--- config.mk ---
export PLATFORM = sky130hd
export DESIGN_NAME = nor_erase_seq
export DESIGN_NICKNAME = d
export VERILOG_FILES = /design/src/rtl/nor_erase_pkg.sv /design/src/rtl/spi_byte_engine.sv /design/src/rtl/poll_watchdog.sv /design/src/rtl/nor_erase_seq.sv
export SDC_FILE = /design/constraint.sdc
export NUM_CORES = 1
export LEC_CHECK = 0
export ABC_AREA = 1
export ABC_CLOCK_PERIOD_IN_PS = 3100
export BUFFER_PORTS_ARGS = -buffer_cell sky130_fd_sc_hd__buf_2
export CAP_MARGIN = 25
export CORE_MARGIN = 5
export CORE_UTILIZATION = 56
export CTS_CLUSTER_SIZE = 25
export DETAILED_ROUTE_END_ITERATION = 6
export HOLD_SLACK_MARGIN = 0.15
export PLACE_DENSITY = 0.82
export SLEW_MARGIN = 25
export SYNTH_ARGS = -nofsm -noshare
export SYNTH_HDL_FRONTEND = slang
export SYNTH_SLANG_ARGS = --single-unit
export TNS_END_PERCENT = 50
--- constraint.sdc ---
create_clock -name clk -period 3.1 [get_ports clk]
set_clock_uncertainty 0.05 [all_clocks]
set_input_delay 0.62 -clock clk [delete_from_list [all_inputs] [get_ports clk]]
set_output_delay 0.62 -clock clk [all_outputs]
set_load 0.01 [all_outputs]
--- src/rtl/nor_erase_pkg.sv ---
package nor_erase_pkg;

    typedef enum logic [1:0] {
        ST_OK      = 2'd0,
        ST_RANGE   = 2'd1,
        ST_ALIGN   = 2'd2,
        ST_TIMEOUT = 2'd3
    } erase_status_e;

    typedef enum logic [1:0] {
        FR_POLL,
        FR_WREN,
        FR_CHIP,
        FR_BLOCK
    } frame_e;

    typedef enum logic [1:0] {
        SQ_IDLE,
        SQ_FRAME,
        SQ_GAP,
        SQ_DONE
    } seq_state_e;

    localparam logic [7:0] OPC_STATUS   = 8'h05;
    localparam logic [7:0] OPC_WEN      = 8'h06;
    localparam logic [7:0] OPC_WHOLE    = 8'hC7;
    localparam logic [7:0] OPC_BLK_4K   = 8'h20;
    localparam logic [7:0] OPC_BLK_SECT = 8'hD8;

    localparam int unsigned SMALL_BLOCK = 4096;
    localparam int unsigned WIDE_ADDR_LIMIT = 16 * 1024 * 1024;

    // index of the final byte of a frame of the given kind
    function automatic logic [2:0] frame_last(frame_e k, int unsigned addr_bytes);
        case (k)
            FR_POLL:  frame_last = 3'd1;
            FR_BLOCK: frame_last = 3'(addr_bytes);
            default:  frame_last = 3'd0;
        endcase
    endfunction

endpackage

--- src/rtl/spi_byte_engine.sv ---
module spi_byte_engine #(
    parameter int unsigned HALF_DIV = 2
) (
    input  logic       clk,
    input  logic       rst,
    input  logic       start,
    input  logic [7:0] tx_byte,
    input  logic       miso,
    output logic       sclk,
    output logic       mosi,
    output logic       byte_done,
    output logic [7:0] rx_byte
);
    localparam int unsigned DIV_W = (HALF_DIV > 1) ? $clog2(HALF_DIV) : 1;
    localparam logic [DIV_W-1:0] DIV_LAST = DIV_W'(HALF_DIV - 1);

    logic             active;
    logic             sclk_q;
    logic [DIV_W-1:0] div_cnt;
    logic [2:0]       bit_cnt;
    logic [7:0]       tx_sh;
    logic [7:0]       rx_sh;
    logic             done_q;

    always_ff @(posedge clk) begin
        if (rst) begin
            active  <= 1'b0;
            sclk_q  <= 1'b0;
            div_cnt <= '0;
            bit_cnt <= '0;
            tx_sh   <= '0;
            rx_sh   <= '0;
            done_q  <= 1'b0;
        end else begin
            done_q <= 1'b0;
            if (!active) begin
                if (start) begin
                    active  <= 1'b1;
                    tx_sh   <= tx_byte;
                    bit_cnt <= '0;
                    div_cnt <= '0;
                    sclk_q  <= 1'b0;
                end
            end else if (div_cnt == DIV_LAST) begin
                div_cnt <= '0;
                if (!sclk_q) begin
                    sclk_q <= 1'b1;
                    rx_sh  <= {rx_sh[6:0], miso};
                end else begin
                    sclk_q <= 1'b0;
                    if (bit_cnt == 3'd7) begin
                        active <= 1'b0;
                        done_q <= 1'b1;
                    end else begin
                        bit_cnt <= bit_cnt + 3'd1;
                        tx_sh   <= {tx_sh[6:0], 1'b0};
                    end
                end
            end else begin
                div_cnt <= div_cnt + DIV_W'(1);
            end
        end
    end

    assign sclk      = sclk_q;
    assign mosi      = tx_sh[7];
    assign byte_done = done_q;
    assign rx_byte   = rx_sh;


    mosi_hold_chk: assert property (@(posedge clk) disable iff (rst)
        (sclk_q && $past(sclk_q)) |-> $stable(mosi));


    no_restart_chk: assert property (@(posedge clk) disable iff (rst)
        start |-> !active);

endmodule

--- src/rtl/poll_watchdog.sv ---
module poll_watchdog #(
    parameter int unsigned TIMEOUT_CYC = 1000
) (
    input  logic clk,
    input  logic rst,
    input  logic reload,
    input  logic run,
    output logic expired
);
    localparam int unsigned CNT_W = $clog2(TIMEOUT_CYC + 1);
    localparam logic [CNT_W-1:0] CNT_INIT = CNT_W'(TIMEOUT_CYC);

    logic [CNT_W-1:0] cnt;

    always_ff @(posedge clk) begin
        if (rst) begin
            cnt <= '0;
        end else if (reload) begin
            cnt <= CNT_INIT;
        end else if (run && cnt != '0) begin
            cnt <= cnt - CNT_W'(1);
        end
    end

    assign expired = (cnt == '0);


    count_down_chk: assert property (@(posedge clk) disable iff (rst)
        !reload |=> (cnt <= $past(cnt)));


    reload_fresh_chk: assert property (@(posedge clk) disable iff (rst)
        (reload && TIMEOUT_CYC > 0) |=> !expired);

endmodule

--- src/rtl/nor_erase_seq.sv ---
module nor_erase_seq
    import nor_erase_pkg::*;
#(
    parameter int unsigned ADDR_W       = 32,
    parameter int unsigned DEV_BYTES    = 16 * 1024 * 1024,
    parameter int unsigned SECTOR_BYTES = 65536,
    parameter bit          SMALL_BLOCKS = 1'b1,
    parameter int unsigned TIMEOUT_CYC  = 1000000,
    parameter int unsigned HALF_DIV     = 2
) (
    input  logic              clk,
    input  logic              rst,
    input  logic              req_valid,
    input  logic [ADDR_W-1:0] req_addr,
    input  logic [ADDR_W:0]   req_len,
    output logic              busy,
    output logic              done,
    output logic              err,
    output logic [1:0]        err_code,
    output logic              spi_sclk,
    output logic              spi_cs_n,
    output logic              spi_mosi,
    input  logic              spi_miso
);
    localparam int unsigned LEN_W      = ADDR_W + 1;
    localparam int unsigned SUM_W      = ADDR_W + 2;
    localparam int unsigned BLK_BYTES  = SMALL_BLOCKS ? SMALL_BLOCK : SECTOR_BYTES;
    localparam int unsigned BLK_LOG    = $clog2(BLK_BYTES);
    localparam int unsigned ADDR_BYTES = (DEV_BYTES > WIDE_ADDR_LIMIT) ? 4 : 3;
    localparam logic [7:0]  BLK_OPC    = SMALL_BLOCKS ? OPC_BLK_4K : OPC_BLK_SECT;
    localparam logic [LEN_W-1:0]  BLK_L  = LEN_W'(BLK_BYTES);
    localparam logic [ADDR_W-1:0] BLK_A  = ADDR_W'(BLK_BYTES);
    localparam logic [LEN_W-1:0]  DEV_L  = LEN_W'(DEV_BYTES);
    localparam logic [SUM_W-1:0]  DEV_S  = SUM_W'(DEV_BYTES);

    seq_state_e        state;
    frame_e            kind;
    logic [2:0]        idx;
    logic              inflight;
    logic              whole_q;
    logic [ADDR_W-1:0] cur_addr;
    logic [LEN_W-1:0]  remain;
    logic [7:0]        last_rx;
    erase_status_e     code_q;

    logic              eng_start;
    logic              eng_done;
    logic [7:0]        eng_rx;
    logic [7:0]        tx_byte;
    logic              wd_reload;
    logic              wd_expired;

    // request screening
    logic [SUM_W-1:0]  req_end;
    logic              range_bad;
    logic              align_bad;
    logic              accept;

    always_comb begin
        req_end   = SUM_W'(req_addr) + SUM_W'(req_len);
        range_bad = req_end > DEV_S;
        align_bad = |req_len[BLK_LOG-1:0];
        accept    = (state == SQ_IDLE) && req_valid;
    end

    // byte selection for the frame in flight
    logic [ADDR_W+31:0] addr_wide;
    logic [5:0]         addr_sh;

    always_comb begin
        addr_sh   = 6'(8 * (ADDR_BYTES - int'(idx)));
        addr_wide = {32'b0, cur_addr} >> addr_sh;
        case (kind)
            FR_POLL:  tx_byte = (idx == 3'd0) ? OPC_STATUS : 8'h00;
            FR_WREN:  tx_byte = OPC_WEN;
            FR_CHIP:  tx_byte = OPC_WHOLE;
            default:  tx_byte = (idx == 3'd0) ? BLK_OPC : addr_wide[7:0];
        endcase
    end

    assign eng_start = (state == SQ_FRAME) && !inflight;
    assign wd_reload = (accept && !range_bad && !align_bad && req_len != '0)
                     || (state == SQ_GAP && kind == FR_BLOCK && remain != BLK_L);

    always_ff @(posedge clk) begin
        if (rst) begin
            state    <= SQ_IDLE;
            kind     <= FR_POLL;
            idx      <= '0;
            inflight <= 1'b0;
            whole_q  <= 1'b0;
            cur_addr <= '0;
            remain   <= '0;
            last_rx  <= '0;
            code_q   <= ST_OK;
        end else begin
            case (state)
                SQ_IDLE: begin
                    if (accept) begin
                        if (range_bad) begin
                            code_q <= ST_RANGE;
                            state  <= SQ_DONE;
                        end else if (align_bad) begin
                            code_q <= ST_ALIGN;
                            state  <= SQ_DONE;
                        end else if (req_len == '0) begin
                            code_q <= ST_OK;
                            state  <= SQ_DONE;
                        end else begin
                            code_q   <= ST_OK;
                            cur_addr <= req_addr;
                            remain   <= req_len;
                            whole_q  <= (req_len == DEV_L);
                            kind     <= FR_POLL;
                            idx      <= '0;
                            inflight <= 1'b0;
                            state    <= SQ_FRAME;
                        end
                    end
                end
                SQ_FRAME: begin
                    if (!inflight) begin
                        inflight <= 1'b1;
                    end else if (eng_done) begin
                        inflight <= 1'b0;
                        last_rx  <= eng_rx;
                        if (idx == frame_last(kind, ADDR_BYTES)) begin
                            idx   <= '0;
                            state <= SQ_GAP;
                        end else begin
                            idx <= idx + 3'd1;
                        end
                    end
                end
                SQ_GAP: begin
                    state <= SQ_FRAME;
                    case (kind)
                        FR_POLL: begin
                            if (!last_rx[0]) begin
                                kind <= FR_WREN;
                            end else if (wd_expired) begin
                                code_q <= ST_TIMEOUT;
                                state  <= SQ_DONE;
                            end
                        end
                        FR_WREN: kind <= whole_q ? FR_CHIP : FR_BLOCK;
                        FR_CHIP: state <= SQ_DONE;
                        default: begin
                            cur_addr <= cur_addr + BLK_A;
                            remain   <= remain - BLK_L;
                            if (remain == BLK_L) begin
                                state <= SQ_DONE;
                            end else begin
                                kind <= FR_POLL;
                            end
                        end
                    endcase
                end
                default: state <= SQ_IDLE;
            endcase
        end
    end

    spi_byte_engine #(.HALF_DIV(HALF_DIV)) u_engine (
        .clk       (clk),
        .rst       (rst),
        .start     (eng_start),
        .tx_byte   (tx_byte),
        .miso      (spi_miso),
        .sclk      (spi_sclk),
        .mosi      (spi_mosi),
        .byte_done (eng_done),
        .rx_byte   (eng_rx)
    );

    poll_watchdog #(.TIMEOUT_CYC(TIMEOUT_CYC)) u_watchdog (
        .clk     (clk),
        .rst     (rst),
        .reload  (wd_reload),
        .run     (state != SQ_IDLE),
        .expired (wd_expired)
    );

    assign busy     = (state != SQ_IDLE);
    assign done     = (state == SQ_DONE);
    assign err_code = code_q;
    assign err      = done && (code_q != ST_OK);
    assign spi_cs_n = (state != SQ_FRAME);


    done_pulse_chk: assert property (@(posedge clk) disable iff (rst)
        done |=> !done);


    accept_busy_chk: assert property (@(posedge clk) disable iff (rst)
        (req_valid && !busy) |=> busy);


    cs_idle_clk_chk: assert property (@(posedge clk) disable iff (rst)
        spi_cs_n |-> !spi_sclk);


    timeout_cs_chk: assert property (@(posedge clk) disable iff (rst)
        (done && err_code == 2'd3) |-> spi_cs_n);


    reject_fast_chk: assert property (@(posedge clk) disable iff (rst)
        (done && (err_code == 2'd1 || err_code == 2'd2)) |-> !$past(busy));

endmodule

Word-level counts from Yosys, hierarchy flattened:

Cells that the tools add are included.

* shift-type cells: 1
* reductions and logical operators: 41
* bitwise gates (word level): 6
* magnitude comparators: 1
* equal/unequal tests: 29
* $add $sub $neg: 8
* muxes and demuxes: 87

Operators with widths (count)
* 2-to-1 mux 33 bit: 5
* 2-to-1 mux 32 bit: 5
* case mux 33 bit (2 select lines): 1
* case mux 32 bit (2 select lines): 1
* 2-to-1 mux 3 bit: 17
* 2-to-1 mux 8 bit: 6
* 2-to-1 mux 2 bit: 22
* 2-to-1 mux 20 bit: 2
* adder 32 x 33 -> 34 bit: 1
* > comparator 34 x 25 -> 1 bit, second input constant: 1
* == test 33 x 13 -> 1 bit, second input constant: 1
* == test 33 x 25 -> 1 bit, second input constant: 1
* logical NOT 33 bit: 1
* != test 33 x 13 -> 1 bit, second input constant: 1
* nonzero test 33 bit: 1
* subtractor 33 x 13 -> 33 bit, second input constant: 1
* adder 32 x 13 -> 32 bit, second input constant: 1
* right shift 32 x 6 -> 8 bit: 1
* case mux 8 bit (3 select lines): 1
* != test 2 bit, second input constant: 11
* logical NOT 20 bit: 1
* nonzero test 20 bit: 1
* subtractor 20 x 1 -> 20 bit, second input constant: 1
* 2-to-1 mux 1 bit: 19
* other kinds (32): 70

* word-level logic and storage cells: 191
* output and inout bits: 8
* input port bits: 69
* register bits: 113

Logic depth before layout (Yosys ltp):

Gate-level depths: netlist (run 1).

* depth after elaboration: 11
* mapped depth: 23
* gate-level depth less buffers: 23

Cells and area by module:

Synthesis (run 1) repeated with hierarchy kept, for this count alone.

* cell total of the unflattened synthesis: 1743
* area total of the unflattened synthesis: 10000.8 µm²

Modules (own cells, without submodules)
* nor_erase_seq: times used 1, area each 7656.1 µm², cells an instance 1384, seq. area each 1541.5 µm²
* poll_watchdog: times used 1, area each 1265.0 µm², cells an instance 196, seq. area each 400.4 µm²
* spi_byte_engine: times used 1, area each 1079.8 µm², cells an instance 163, seq. area each 460.4 µm²

Worst setup path before layout (run 1):

No wires, ideal clock.

* path kind: input-to-reg
* start point: input req_addr[0]
* end point: register cur_addr[12]
* required time: 2.937 ns
* slack: 0.078 ns
* data arrival time: 2.859 ns
* buffers on the path: 1
* library setup time: 0.113 ns
* cell stages on the path: 22
* path through: ha_1 -> inv_1 -> fa_1 -> inv_1 -> nand2_1 -> nand2_1 -> nand3_1 -> nand2_2 -> nand2_1 -> nand2_1 -> nand3b_1 -> nand3_1 -> nand2_1 -> nor2_1 -> nand2_1 -> nor2_4 -> nand3_4 -> nand2_4 -> nand2_1 -> buf_2 -> o21ai_1 -> nor2_1

* word-level cells in the longest chain between the ends: 4

Ends and longest elaborated chain
* start: declaration: line nor_erase_seq.sv:14 `input logic [ADDR_W-1:0] req_addr,`
* adder 32 x 33 -> 34 bit: line nor_erase_seq.sv:60 `req_end = SUM_W'(req_addr) + SUM_W'(req_len);`
* > comparator 34 x 25 -> 1 bit: line nor_erase_seq.sv:61 `range_bad = req_end > DEV_S;`
* != test 2 bit (no source line)
* AND reduction 6 bit (no source line)
* end signal: assignment: line nor_erase_seq.sv:111 `cur_addr <= req_addr;`
* end signal: assignment: line nor_erase_seq.sv:149 `cur_addr <= cur_addr + BLK_A;`
* end: declaration: line nor_erase_seq.sv:41 `logic [ADDR_W-1:0] cur_addr;`

No other way between the ends.
A chain may end at the register's enable or synchronous reset.

Worst setup path in the final report (run 1):

* start point: input req_addr[5]
* end point: register cur_addr[1]

The elaborated chain is that of the path after synthesis.

==> results of run 1 <==
synthesized netlist by cell type, types with 4 or more instances:
cell	count	area share, %
nor3_1	11	0.61
nand3b_1	8	0.66
mux2i_1	6	0.66
clkbuf_1	22	0.91
or2_2	4	0.28
dfxtp_1	113	25
nand3_1	113	6.3
a31oi_1	7	0.48
nor2_2	9	0.62
a21oi_1	92	5.1
a22oi_1	5	0.41
xor2_1	25	2.4
nand2_2	7	0.48
xnor2_1	10	0.97
buf_2	8	0.44
buf_1	5	0.21
nor2_1	207	8.6
nor4_1	14	0.97
nand4_1	27	1.9
o21ai_1	17	0.94
inv_2	6	0.25
inv_1	217	9.0
nand2_1	417	17
ha_1	44	6.1
o21ai_0	90	5.0
cell families (layout without fill, tap and decap cells):
group           Yosys count  after routing  synth area share (%)
xor+xnor                 35             35                  3.39
buf+inv                 265            480                  11.3
simple gates            830            830                  39.1
compound gates          236            236                  14.2
mux                       6              6                 0.664
fa+ha+maj                45             45                  6.31
flops                   113            113                  25.0
per-stage QoR:
step | cell area [µm²] | std cells | total power [mW] | hold WS [ns]
after floorplan | 9050 | 1530 | 5.51 | 0.371
after global placement | 10700 | 1925 | 6.68 | 0.389
after detailed placement | 10700 | 1925 | 6.80 | 0.395
after CTS | 11200 | 1956 | 8.67 | 0.403
after global routing | 11600 | 1961 | 9.66 | 0.418
final | 11600 | 1961 | 9.00 | 0.404
final timing paths:
check                                        from  slack [ns]                 end  depth (start not counted)
worst min register to register          remain[9]        0.40           remain[9]                          2
worst min-delay path                    remain[9]        0.40           remain[9]                          2
worst max-delay path                  req_addr[5]        0.05         cur_addr[1]                         21
worst max register to register  u_watchdog.cnt[0]        0.51  u_watchdog.cnt[17]                         15
layer usage:
layer | part of all wire [%] | track usage, %
met2 | 46 | 52.0
met5 | 0.042 | 0
met3 | 8.8 | 7.06
met4 | 4.8 | 16.5
met1 | 40 | 39.3
cell type report:
class                   count  area (µm²)  area share (%)
well taps                 216         270            2.32
inverters                 226         848            7.28
flip-flops and latches    113        2260            19.4
repair buffers            223        1610            13.8
clock inverters            14         108           0.924
clock buffers              17         425            3.65
multi-input cells        1152        6130            52.6
sequential cells by signal, indices dropped and copies added, names as in the netlist:
| register | flops |
|---|---|
| cur_addr | 32 |
| u_watchdog.cnt | 20 |
| u_engine.sclk | 1 |
| u_engine.active | 1 |
| u_engine.div_cnt | 1 |
| err_code | 2 |
| remain | 33 |
| state | 2 |
| u_engine.bit_cnt | 3 |
| u_engine.rx_byte | 1 |
| idx | 3 |
| u_engine.byte_done | 1 |
| last_rx | 1 |
| kind | 2 |
| u_engine.tx_sh | 8 |
| whole_q | 1 |
| inflight | 1 |
power by group:
part | switching (mW) | internal (mW)
Sequential | 0.453 | 1.92
Clock | 0.759 | 1.02
Combinational | 3.06 | 1.78
Total | 4.27 | 4.72
repair_timing:
action,CTS,global route
setup endpoints to repair,0,95
gates resized for setup,0,84
buffers inserted,0,3
worst max-delay path, cell delays in order:
cell and delay, ns:
buf_2 0.12, ha_4 0.29, nand2_2 0.10, nor2_4 0.17, nand3_2 0.13, nand2_2 0.13, buf_4 0.12, nand2_2 0.06
nand2_2 0.09, nand3b_1 0.12, nand3_1 0.11, nand2_1 0.08, nor2_2 0.15, nand2_2 0.08, nor2_4 0.15, nand3_4 0.12
buf_6 0.14, nor2_4 0.15, buf_12 0.13, o21ai_1 0.05, a21oi_1 0.18
==> out/metrics.cfg, run 1 <==
[status]
status = completed

[place]
port_buffers = 76
dp_hpwl_mm = 22.6
dpl_worst_slack_ns = -0.378
gp_congestion = 0.978

[critical_path]
path_max_fanout = 7
cp-start-kind = input pin
end_kind = register
path_class = input pin to register
required_ns = 3.39
worstPathArrival_ns = 3.34

[route]
num_vias = 11000
drtIter0Drc = 1250
routedWlPerCell_um = 15.9
vias_per_cell = 5.60
dr.pass1.iters = 6
routed_wirelength_mm = 31.2
route.detailed.drc = 0
ant_nets = 0

[finish]
drive_gt1_share_pct = 20.3
syn_to_final_growth_pct = 28.8
final_core_util_pct = 73.3
diodes = 0
fin_nets = 1847
layout_commonest_cell = nand2_1
final_cell_mix = 397 x nand2_1, 215 x inv_1, 198 x nor2_1, 139 x buf_4, 113 x dfxtp_1
fillers = 1294

[timing]
max_freq_mhz = 328
worstMarginPinSlew_ns = 0.877
tns_ns = 0
finalCritPeriodShare_pct = 98.4
hold_violations = 0
timing.final.ws_setup_ns = 0.0497
drv_slew = 0
setup_viol = 0
slew_headroom_pct = 41.0
fin_crit_ns = 3.05

[synthesis]
synthDistinctLibCells = 52
syn_area_mm2 = 0.00905
ys_seq_area_share_pct = 25.0
synth-seq-cells = 113
ys_warn_count = 0
avgSynthCellArea_um2 = 5.91
async_reset_ff_share_pct = 0
synth_edf_count = 0
synth_cells = 1530
syn_nets = 1644
synth_flop_cell = dfxtp_1

[floorplan]
pin_count = 77
rows = 46
die_h_um = 137
start_util_pct = 56.9
core_area_mm2 = 0.0159
die_w_um = 137
die_area_mm2 = 0.0188

[min_path]
hold_class = register to register

[global_routing]
grt_pass1_wl_mm = 47.6
grt.overflow.total = 0
antenna_found_initial = 2
gr-usage-all-layers_pct = 31.9
grt_start_max_net_pins = 60
grt_pass1_vias = 10200

[clock_network]
cts_num_sinks = 113
root_buffer = clkbuf_16
h-tree-depth = 4
cts_max_path_buffers = 2
clock_latency_ns = 0.42
clk_pin_slew_worst_paths_ns = 0.06
postCtsHoldBufs = 0
cts_buffers = 17
cts_tree = yes

[flow_run]
maxCapViolCount = 0

[power_and_ir_drop]
p_per_area_mw_per_mm2 = 772
vdd_ir_drop_max_mv = 0.635
p_leak_nw = 5.95

Power figures use the tool's default switching activity.
==> run 2, diff against run 1 <==
--- a/config.mk
+++ b/config.mk
@@ -9,7 +9,6 @@
 export ABC_CLOCK_PERIOD_IN_PS = 3100
 export BUFFER_PORTS_ARGS = -buffer_cell sky130_fd_sc_hd__buf_2
 export CAP_MARGIN = 25
-export CORE_MARGIN = 5
 export CORE_UTILIZATION = 56
 export CTS_CLUSTER_SIZE = 25
 export DETAILED_ROUTE_END_ITERATION = 6
==> run 2 against run 1 <==
  * Worst hold slack lost 0.0012 ns
  * Sequential share of layout area grew 0.38 points
  * Critical path depth grew 2
  * Global-route usage grew 3.9 points
  * Utilization shrank 1.2 points
  * Critical path type unchanged
  * Highest routed layer is now met4
==> out/metrics.cfg, run 2 (synthesis gave the netlist of run 1 again) <==
[finish]
syn_to_final_growth_pct = 26.3
seq_area_mm2 = 0.00226
drive_gt1_share_pct = 18.8
largest_reg_flops = 33
multi_input_comb_area_mm2 = 0.00598
largest_register = remain
final_cell_mix = 402 x nand2_1, 216 x inv_1, 200 x nor2_1, 133 x buf_4, 113 x dfxtp_1
fillers = 1339
diodes = 0
layout_commonest_cell = nand2_1
reg_top3 = remain (33), cur_addr (32), u_watchdog.cnt (20)
fin_nets = 1838

[route]
highest-signal-layer = met4
routed_wirelength_mm = 30.1
num_vias = 10900
dr.pass1.iters = 6
met2_length_mm = 13.8
ant_nets = 0
wirelength_met1_mm = 12.5
routedWlPerCell_um = 15.4
route.detailed.drc = 0
drtIter0Drc = 1273
route.met3.wl_mm = 2.51
vias_per_cell = 5.58

[timing]
setup_viol = 0
worstMarginPinSlew_ns = 0.748
finalCritPeriodShare_pct = 96.7
fin_crit_ns = 3.00
drv_slew = 0
timing.final.ws_setup_ns = 0.104
max_freq_mhz = 334
whs_ns = 0.403
slew_headroom_pct = 50.1
hold_violations = 0

[clock_network]
postCtsHoldBufs = 0
cts_max_path_buffers = 2
cts_num_sinks = 113
clock_latency_ns = 0.43
h-tree-depth = 4
root_buffer = clkbuf_16
cts_tree = yes
clk_pin_slew_worst_paths_ns = 0.05
cts_buffers = 17

[status]
status = completed

[min_path]
hold_class = register to register
min_from = remain[9]

[critical_path]
critical_path.max_stage_delay_ns = 0.34
path_cells = buf_2, ha_1, inv_1, fa_2, inv_2, nand2_1, nand2_2, nand3_2, nand2_2, nand2_1, nand2_2, nand4_1, nand3_1, nand2_1, nor2_1, nand2_1, nor2_4, nand3_4, nand2_4, nand2_4, buf_12, o21ai_1, nor2_1
path_buf_inv = 4
path_delay_family = simple AND/OR/NAND/NOR gates
required_ns = 3.36
slowest_stage = fa_2
reg2reg_from = cur_addr[12]
path_common_cell = nand2_1
path_class = input pin to register
cp-start-kind = input pin
end_kind = register
crit_start = req_addr[0]
path_max_fanout = 20
worstPathArrival_ns = 3.25

[place]
gp_congestion = 0.974
port_buffers = 76
dpl_worst_slack_ns = -0.384
dp_hpwl_mm = 22.4

[floorplan]
die_h_um = 129
rows = 46
start_util_pct = 57.2
die_w_um = 129
core_area_mm2 = 0.0158
die_area_mm2 = 0.0167
pin_count = 77

[global_routing]
grt.overflow.total = 0
grt_pass1_vias = 9609
gr-usage-all-layers_pct = 35.7
antenna_found_initial = 0
grt_start_max_net_pins = 60
grt_pass1_wl_mm = 46.3

[power_and_ir_drop]
p_leak_nw = 5.90
vdd_ir_drop_max_mv = 0.657
p_per_area_mw_per_mm2 = 794

[flow_run]
maxCapViolCount = 0

run 2: changes by cell type in the layout (fill, tap and decap cells not counted), moves of 3 or more:
cell	change
buf_4	-6
clkinvlp_4	-3
ha_1	+9
ha_4	-8
nand2_1	+5
nand2_2	-3
nand3_1	+3
run 2: metal layers:
| metal | up-vias | track usage (%) |
|---|---|---|
| met5 | - | 0 |
| met4 | 0 | 18.8 |
| met3 | 100 | 6.19 |
| met2 | 536 | 59.4 |
| met1 | 4937 | 44.4 |
| li1 | 5323 | - |
run 2: through the flow:
stage	cell area, µm²	TNS, ns	utilization [%]	total power [mW]	instances
2_1_floorplan	9050	0	-	5.51	1530
3_3_place_gp	10600	-21.45	66.9	6.67	1918
3_5_place_dp	10600	-29.06	66.9	6.79	1918
4_1_cts	11200	0	70.6	8.79	1950
5_1_grt	11400	-0.0926	72.2	9.71	1953
6_report	11400	0	72.2	9.07	1953
run 2: path summary, 6_finish.rpt:
path                            slack (ns)  cells after the start            to
worst max-delay path                  0.10                     23  cur_addr[23]
worst max register to register        0.48                     13  cur_addr[30]
worst min-delay path                  0.40                      2     remain[9]
worst min register to register        0.40                      2     remain[9]
run 2: worst register-to-register path, cell delays in order (launching register included):
cell	delay (ns)
dfxtp_1	0.39
ha_1	0.20
nand3_1	0.13
nor2_1	0.22
nand3_1	0.16
nor2_1	0.19
nand3_1	0.17
nor3_1	0.33
nand4_1	0.15
xor2_1	0.17
mux2i_1	0.09
nand3_1	0.11
nand2_1	0.06
a21oi_1	0.14
run 2: power breakdown:
group          internal, mW  leakage (nW)  switching (mW)  total (mW)
Sequential             1.92         0.924           0.473        2.39
Combinational          1.73          4.70            2.99        4.72
Clock                  1.19         0.278           0.764        1.96
Total                  4.84          5.90            4.23        9.07
run 2: final cells by class:
| class | count | area share (%) |
|---|---|---|
| multi-input cells | 1152 | 52.3 |
| flip-flops and latches | 113 | 19.8 |
| repair buffers | 214 | 13.0 |
| inverters | 226 | 7.43 |
| clock buffers | 18 | 3.76 |
| well taps | 216 | 2.37 |
| clock inverters | 14 | 1.35 |
run 2: what timing repair did:
action | CTS | global route
resized for setup | 0 | 50
setup buffers | 0 | 2
setup endpoints to repair | 0 | 93
endpoints found under the hold margin | 0 | 0
